**src/rtl/norm_pkg.sv**
```systemverilog
package norm_pkg;

  localparam int unsigned WORD_W     = 16;
  localparam int unsigned SCALE_W    = 8;
  localparam int unsigned MANT_W     = 32;
  localparam int unsigned EXP48_W    = 15;
  localparam int unsigned EXP32_W    = 8;
  localparam int unsigned BIAS48     = 16384;
  localparam int unsigned BIAS32     = 128;
  localparam int unsigned EXP_CALC_W = 18;
  localparam logic [7:0]  OPC_NORM   = 8'hD3;

  typedef struct packed {
    logic [WORD_W-1:0] t;
    logic [WORD_W-1:0] a;
    logic [WORD_W-1:0] d;
  } acc_triple_t;

endpackage

```
**src/rtl/norm_lead_one.sv**
```systemverilog
module norm_lead_one #(
  parameter int unsigned W     = 16,
  localparam int unsigned IDX_W = $clog2(W)
) (
  input  logic [W-1:0]     vec,
  output logic [IDX_W-1:0] idx,
  output logic             nz
);

  // Scan upward; the highest set bit wins by being assigned last.
  always_comb begin
    idx = '0;
    nz  = 1'b0;
    for (int i = 0; i < W; i++) begin
      if (vec[i]) begin
        idx = IDX_W'(i);
        nz  = 1'b1;
      end
    end
  end

endmodule

```
**src/rtl/norm_shifter.sv**
```systemverilog
module norm_shifter #(
  parameter int unsigned IN_W  = 16,
  parameter int unsigned OUT_W = 32,
  localparam int unsigned SH_W = $clog2(IN_W)
) (
  input  logic [IN_W-1:0]  din,
  input  logic [SH_W-1:0]  sh,
  output logic [OUT_W-1:0] dout
);

  localparam int unsigned PAD_W = OUT_W - IN_W;

  logic [OUT_W-1:0] stage [SH_W+1];

  assign stage[0] = {din, {PAD_W{1'b0}}};

  // Logarithmic shifter: stage g moves by 2^g when sh[g] is set.
  for (genvar g = 0; g < SH_W; g++) begin : g_stage
    assign stage[g+1] = sh[g] ? (stage[g] << (1 << g)) : stage[g];
  end

  assign dout = stage[SH_W];

endmodule

```
**src/rtl/norm_pack.sv**
```systemverilog
module norm_pack
  import norm_pkg::*;
#(
  parameter int unsigned INT_W   = WORD_W,
  parameter int unsigned SC_W    = SCALE_W,
  parameter int unsigned M_W     = MANT_W,
  parameter int unsigned E48_W   = EXP48_W,
  parameter int unsigned E32_W   = EXP32_W,
  parameter int unsigned B48     = BIAS48,
  parameter int unsigned B32     = BIAS32,
  parameter int unsigned CALC_W  = EXP_CALC_W,
  localparam int unsigned IDX_W  = $clog2(INT_W)
) (
  input  logic              sign,
  input  logic              nz,
  input  logic [IDX_W-1:0]  lead_idx,
  input  logic [M_W-1:0]    mant,
  input  logic [SC_W-1:0]   scale,
  input  logic              mode48,
  output acc_triple_t       res
);

  localparam int unsigned FRAC_A_W = INT_W - 1 - E32_W;
  localparam int unsigned FRAC_TOP = M_W - 2;
  localparam int unsigned D32_TOP  = FRAC_TOP - FRAC_A_W;
  localparam logic signed [CALC_W-1:0] OFF48   = CALC_W'(B48 - INT_W + 1);
  localparam logic signed [CALC_W-1:0] OFF32   = CALC_W'(B32 - INT_W + 1);
  localparam logic signed [CALC_W-1:0] E32_MAX = CALC_W'((1 << E32_W) - 1);

  logic signed [CALC_W-1:0] scale_ext;
  logic signed [CALC_W-1:0] idx_ext;
  logic        [E48_W-1:0]  exp48;
  logic signed [CALC_W-1:0] exp32_full;
  logic                     under32;
  logic                     over32;

  assign scale_ext  = CALC_W'(signed'(scale));
  assign idx_ext    = CALC_W'(lead_idx);
  assign exp48      = E48_W'(OFF48 + scale_ext + idx_ext);
  assign exp32_full = OFF32 + scale_ext + idx_ext;
  assign under32    = exp32_full < 0;
  assign over32     = exp32_full > E32_MAX;

  always_comb begin
    res = '0;
    if (nz) begin
      if (mode48) begin
        res.t = {sign, exp48};
        res.a = mant[M_W-1 -: INT_W];
        res.d = mant[M_W-INT_W-1 -: INT_W];
      end else if (over32) begin
        res.a = {sign, {E32_W{1'b1}}, {FRAC_A_W{1'b1}}};
        res.d = '1;
      end else if (!under32) begin
        res.a = {sign, exp32_full[E32_W-1:0], mant[FRAC_TOP -: FRAC_A_W]};
        res.d = mant[D32_TOP -: INT_W];
      end
    end
  end

endmodule

```
**src/rtl/scaled_int_normalizer.sv**
```systemverilog
module scaled_int_normalizer
  import norm_pkg::*;
#(
  parameter int unsigned INT_W  = WORD_W,
  parameter int unsigned SC_W   = SCALE_W,
  parameter int unsigned M_W    = MANT_W,
  parameter logic [INT_W-SC_W-1:0] OPCODE = OPC_NORM
) (
  input  logic             clk,
  input  logic             rst_n,
  input  logic             start,
  input  logic             mode48,
  input  logic [INT_W-1:0] instr,
  input  logic [INT_W-1:0] a_in,
  output logic             done,
  output logic             t_we,
  output logic             a_we,
  output logic             d_we,
  output logic [INT_W-1:0] t_out,
  output logic [INT_W-1:0] a_out,
  output logic [INT_W-1:0] d_out
);

  localparam int unsigned IDX_W = $clog2(INT_W);
  localparam int unsigned OPC_W = INT_W - SC_W;

  // Reset: asserted asynchronously, released on a clock edge.
  logic [1:0] rst_sync;
  logic       rst_q_n;

  always_ff @(posedge clk or negedge rst_n) begin
    if (!rst_n) rst_sync <= 2'b00;
    else        rst_sync <= {rst_sync[0], 1'b1};
  end
  assign rst_q_n = rst_sync[1];

  // Decode and operand conditioning.
  logic             accept;
  logic             sign;
  logic [INT_W-1:0] mag;
  logic [SC_W-1:0]  scale;

  assign accept = start && (instr[INT_W-1 -: OPC_W] == OPCODE);
  assign scale  = instr[SC_W-1:0];
  assign sign   = a_in[INT_W-1];
  assign mag    = sign ? (~a_in + 1'b1) : a_in;

  // Normalization datapath.
  logic [IDX_W-1:0] lead_idx;
  logic             nz;
  logic [IDX_W-1:0] shamt;
  logic [M_W-1:0]   mant;
  acc_triple_t      res;

  norm_lead_one #(.W(INT_W)) i_lead (
    .vec (mag),
    .idx (lead_idx),
    .nz  (nz)
  );

  assign shamt = IDX_W'(INT_W - 1) - lead_idx;

  norm_shifter #(.IN_W(INT_W), .OUT_W(M_W)) i_shift (
    .din  (mag),
    .sh   (shamt),
    .dout (mant)
  );

  norm_pack #(.INT_W(INT_W), .SC_W(SC_W), .M_W(M_W)) i_pack (
    .sign     (sign && nz),
    .nz       (nz),
    .lead_idx (lead_idx),
    .mant     (mant),
    .scale    (scale),
    .mode48   (mode48),
    .res      (res)
  );

  // Next state.
  logic        done_d, t_we_d, a_we_d, d_we_d;
  logic        data_en;
  acc_triple_t data_q;

  always_comb begin
    done_d  = accept;
    a_we_d  = accept;
    d_we_d  = accept;
    t_we_d  = accept && mode48;
    data_en = accept;
  end

  // Registers.
  always_ff @(posedge clk or negedge rst_q_n) begin
    if (!rst_q_n) begin
      done <= 1'b0;
      t_we <= 1'b0;
      a_we <= 1'b0;
      d_we <= 1'b0;
    end else begin
      done <= done_d;
      t_we <= t_we_d;
      a_we <= a_we_d;
      d_we <= d_we_d;
    end
  end

  always_ff @(posedge clk or negedge rst_q_n) begin
    if (!rst_q_n)     data_q <= '0;
    else if (data_en) data_q <= res;
  end

  assign t_out = data_q.t;
  assign a_out = data_q.a;
  assign d_out = data_q.d;

  // Assertions.
  p_miss_quiet_r1: assert property (@(posedge clk) disable iff (!rst_q_n)
    !accept |=> (!done && !t_we && !a_we && !d_we));

  p_done_follows_r2: assert property (@(posedge clk) disable iff (!rst_q_n)
    accept |=> (done && a_we && d_we));

  p_t_written_r3: assert property (@(posedge clk) disable iff (!rst_q_n)
    (accept && mode48) |=> t_we);

  p_norm_msb_r3: assert property (@(posedge clk) disable iff (!rst_q_n)
    (done && t_we && (a_out != '0)) |-> a_out[INT_W-1]);

  p_d_clear_r5: assert property (@(posedge clk) disable iff (!rst_q_n)
    (done && t_we) |-> (d_out == '0));

  p_zero_in_r7: assert property (@(posedge clk) disable iff (!rst_q_n)
    (accept && (a_in == '0)) |=> (t_out == '0 && a_out == '0 && d_out == '0));

  p_t_kept_r8: assert property (@(posedge clk) disable iff (!rst_q_n)
    (accept && !mode48) |=> (!t_we && t_out == '0));

endmodule

```
**config.mk**
```make
export PLATFORM = sky130hd
export DESIGN_NAME = scaled_int_normalizer
export DESIGN_NICKNAME = d
export VERILOG_FILES = /design/src/rtl/norm_pkg.sv /design/src/rtl/norm_lead_one.sv /design/src/rtl/norm_shifter.sv /design/src/rtl/norm_pack.sv /design/src/rtl/scaled_int_normalizer.sv
export SDC_FILE = /design/constraint.sdc
export NUM_CORES = 1
export LEC_CHECK = 0
export ABC_AREA = 0
export BUFFER_PORTS_ARGS = -buffer_cell sky130_fd_sc_hd__buf_2
export CORE_MARGIN = 5
export CORE_UTILIZATION = 56
export DETAILED_ROUTE_END_ITERATION = 12
export GPL_TIMING_DRIVEN = 0
export PLACE_DENSITY = 0.81
export SYNTH_ARGS = -nofsm -noshare
export SYNTH_HDL_FRONTEND = slang
export SYNTH_HIERARCHICAL = 1
export SYNTH_SLANG_ARGS = --single-unit
```
**constraint.sdc**
```tcl
create_clock -name clk -period 1.9 [get_ports clk]
set_clock_uncertainty 0.05 [all_clocks]
set_input_delay 0.57 -clock clk [delete_from_list [all_inputs] [get_ports clk]]
set_output_delay 0.57 -clock clk [all_outputs]
set_load 0.01 [all_outputs]
```
==> results by group <==
Logic synthesis
  – Mapped cell area: 4190 um2
  – Most used DFF post-synth: dfrtp_1
  – Synth Area per Inst: between 9 and 10 um2
  – Warnings, synthesis: 6
  – Async set-reset flop share out of synthesis: 100.0%
  – Sequential fraction of the synthesis area: between 30% and 40%
  – Cells after Synth: between 400 and 500
  – Unique masters post-synth: 63
  – EDFF count, synth: 0
  – Synth Register Bits: 52

Critical path
  – Worst reg2reg path depth: 1
  – Flop-to-flop setup slack: between 900 and 1000 ps
  – Critical Path RT: 2130 ps
  – Worst EP arrival: between 4000 and 5000 ps
  – CP startpoint: a_in[4]
  – Startpoint types: input pin
  – Crit path kind: input pin to register
  – CP Max Fanout: 10
  – RR Startpoint: a_out[8]
  – FF-to-FF End: a_out[8]
  – Critical Path Sink Type: register

STA
  – Final worst setup slack: -2369 ps
  – Fmax: about 0.23 GHz
  – Final worst path period share: 224.7%
  – Fin crit period: about 4300 ps
  – Hold Slack: approximately 83 ps
  – Final hold violation count: 0
  – Pins over their slew limit: 0
  – Max-slew headroom: between 40% and 50%
  – Count of final setup violators: 48
  – Measured slew at the worst slew-check pin: between 700 and 800 ps
  – RSZ-0062 raised after global routing: true

Global route
  – Remaining Overflow, GRT: 0
  – Vias in the first global route: 4610
  – GR Util All Layers: around a third
  – First-pass GRT wire length: approximately 24000 um
  – Antenna violations before repair: 0
  – Largest net degree at the start of global routing: 41

Die
  – Initial core utilization: 57.77%
  – Die area: between 9000 and 10000 um2
  – Die height: slightly below 100 um
  – I/O Pins: between 80 and 90
  – Row count: 31
  – Core ar.: 7253 um2
  – Die Width: roughly 97 um

Final layout
  – Area grow syn2layout: 59.69%
  – # diodes: 0
  – Share of post-route cells with drive strength above 1: around 61%
  – Commonest cells after routing, fill and taps aside: buf_2 (82), buf_4 (66), dfrtp_1 (51)
  – Commonest non-fill, non-tap cell in the layout: buf_2
  – Final net count: 680

Pwr
  – PwrDens: 620.6 nW/um2
  – Pwr Total: 4.153 mW
  – Maximum VDD drop: ~0.55 mV
  – Leak pwr: approximately 3.2 nW

Drt
  – DRC violations left: 0
  – Via count: around 5.4k
  – Routed wire length per instance: between 20 and 30 um
  – Initial DRC count: approximately 800
  – Routed vias/inst: between 7 and 8
  – ANT nets after route: 0
  – 1st-pass router iterations: 7
  – WL final: ~22000 um

Clock network
  – # clock sinks: 52
  – Worst skew pair latency: 320 ps
  – CTS tree: yes
  – Worst-path clk slew: between 100 and 150 ps
  – CTS buffer count: 5
  – Clk Tree Root Cell: clkbuf_8
  – Clk buf depth: 2
  – H-tree depth: 2

Place
  – Port Buf Inserts: 86
  – Final GP Congestion: a little over 0.9
  – Detailed Place HPWL: ~8700 um

Run status
  – Status: finished with violations
  – Failing checks: setup timing

Worst hold path
  – Hold WC Path Type: register to async pin

Run
  – Max cap viols: 0
critical path, stage by stage:
cell and delay [ps]:
buf_8 110, nor4_4 400, buf_6 200, a31oi_2 130, xor2_2 260, or3b_4 450
a311oi_4 380, a31oi_4 90, inv_4 130, buf_6 160, nand2_1 120, o22ai_1 340
mux2i_1 190, o21ai_2 320, o21ai_2 120, nand2b_1 170, o22ai_1 170, mux2_4 190
cells by family (layout without fill, tap and decap cells):
| group | count (synthesis) | in the layout | synth area share, % |
|---|---|---|---|
| compound gates | 120 | 120 | 18.45 |
| other cells | 2 | 17 | 0.1792 |
| flops | 52 | 52 | 31.05 |
| buf+inv | 64 | 223 | 9.107 |
| fa+ha+maj | 6 | 6 | 1.971 |
| xor+xnor | 17 | 17 | 3.553 |
| simple gates | 130 | 130 | 15.65 |
| mux | 74 | 74 | 20.04 |
repair_timing:
| action | in CTS | in global routing |
|---|---|---|
| hold buffers | 1 | 0 |
| hold endpoints to repair | 2 | 0 |
| resized for setup | 145 | 94 |
| gates cloned | 4 | 2 |
| pin swaps | 40 | 29 |
| endpoints found under the setup margin | 48 | 48 |
| buffers inserted | 36 | 22 |
synth_stat cells, types with 5 or more instances:
master | n | share of area [%]
nor2_1 | 36 | 3.2
nor4_1 | 6 | 0.90
dfrtp_1 | 52 | 31
buf_6 | 7 | 1.9
nand2_1 | 38 | 3.4
nor2b_1 | 6 | 0.90
mux2i_1 | 16 | 3.8
o21ai_0 | 39 | 4.7
buf_4 | 22 | 3.9
nor3_1 | 7 | 0.84
mux2_2 | 51 | 14
o211a_1 | 6 | 1.4
inv_1 | 15 | 1.3
nand3_1 | 5 | 0.60
xor2_1 | 9 | 1.9
ha_1 | 5 | 1.5
a21oi_1 | 32 | 3.8
nand2b_1 | 10 | 1.5
clkbuf_1 | 12 | 1.1
buf_2 | 5 | 0.60
xnor2_1 | 8 | 1.7
cell type report:
class | count | area [um2]
multi-input combinational | 364 | 3617
sequential | 52 | 1303
timing repair buffer | 152 | 1080
fill | 211 | 561.8
buffer | 45 | 394.1
tap | 99 | 123.9
inverter | 18 | 81.33
clock buffer | 5 | 68.82
clock inverter | 3 | 23.77
where the power goes:
part | internal, mW | switching (mW) | leakage (nW)
registers | 1.16 | 0.0446 | 0.713
logic | 0.970 | 1.27 | 2.41
clock network | 0.263 | 0.441 | 0.0404
metrics by stage:
stage | cells | utilization [%] | setup TNS (ps) | setup slack, ps | area [um2]
after floorplan | 480 | - | -78340 | -1805 | 4437
after global placement | 665 | 68.81 | -118200 | -2449 | 4991
after CTS | 714 | 83.80 | -76450 | -1744 | 6078
after global routing | 738 | 92.25 | -101980 | -2315 | 6691
final | 738 | 92.25 | -102380 | -2369 | 6691
after detailed placement | 666 | 69.10 | -113000 | -2550 | 5012
layer usage:
metal  global-route usage, %  routed length [um]
met4                   14.60                2097
met1                   42.23                6930
met5                       0                   0
met2                   56.21                9360
met3                   5.887                3250
flip-flops by register name (all words and copies together), names as in the netlist:
name	count
a_out	16
d_we	1
d_out	16
rst_sync	2
t_we	1
t_out	16
how the worst max path moves through the flow:
stage	depth (start not counted)	endpoint
CTS	17	a_out[13]
global placement	17	a_out[12]
finish	18	a_out[12]
floorplan	14	t_out[6]
detailed placement	17	a_out[10]
global route	20	a_out[11]
Power figures use the tool's default switching activity.
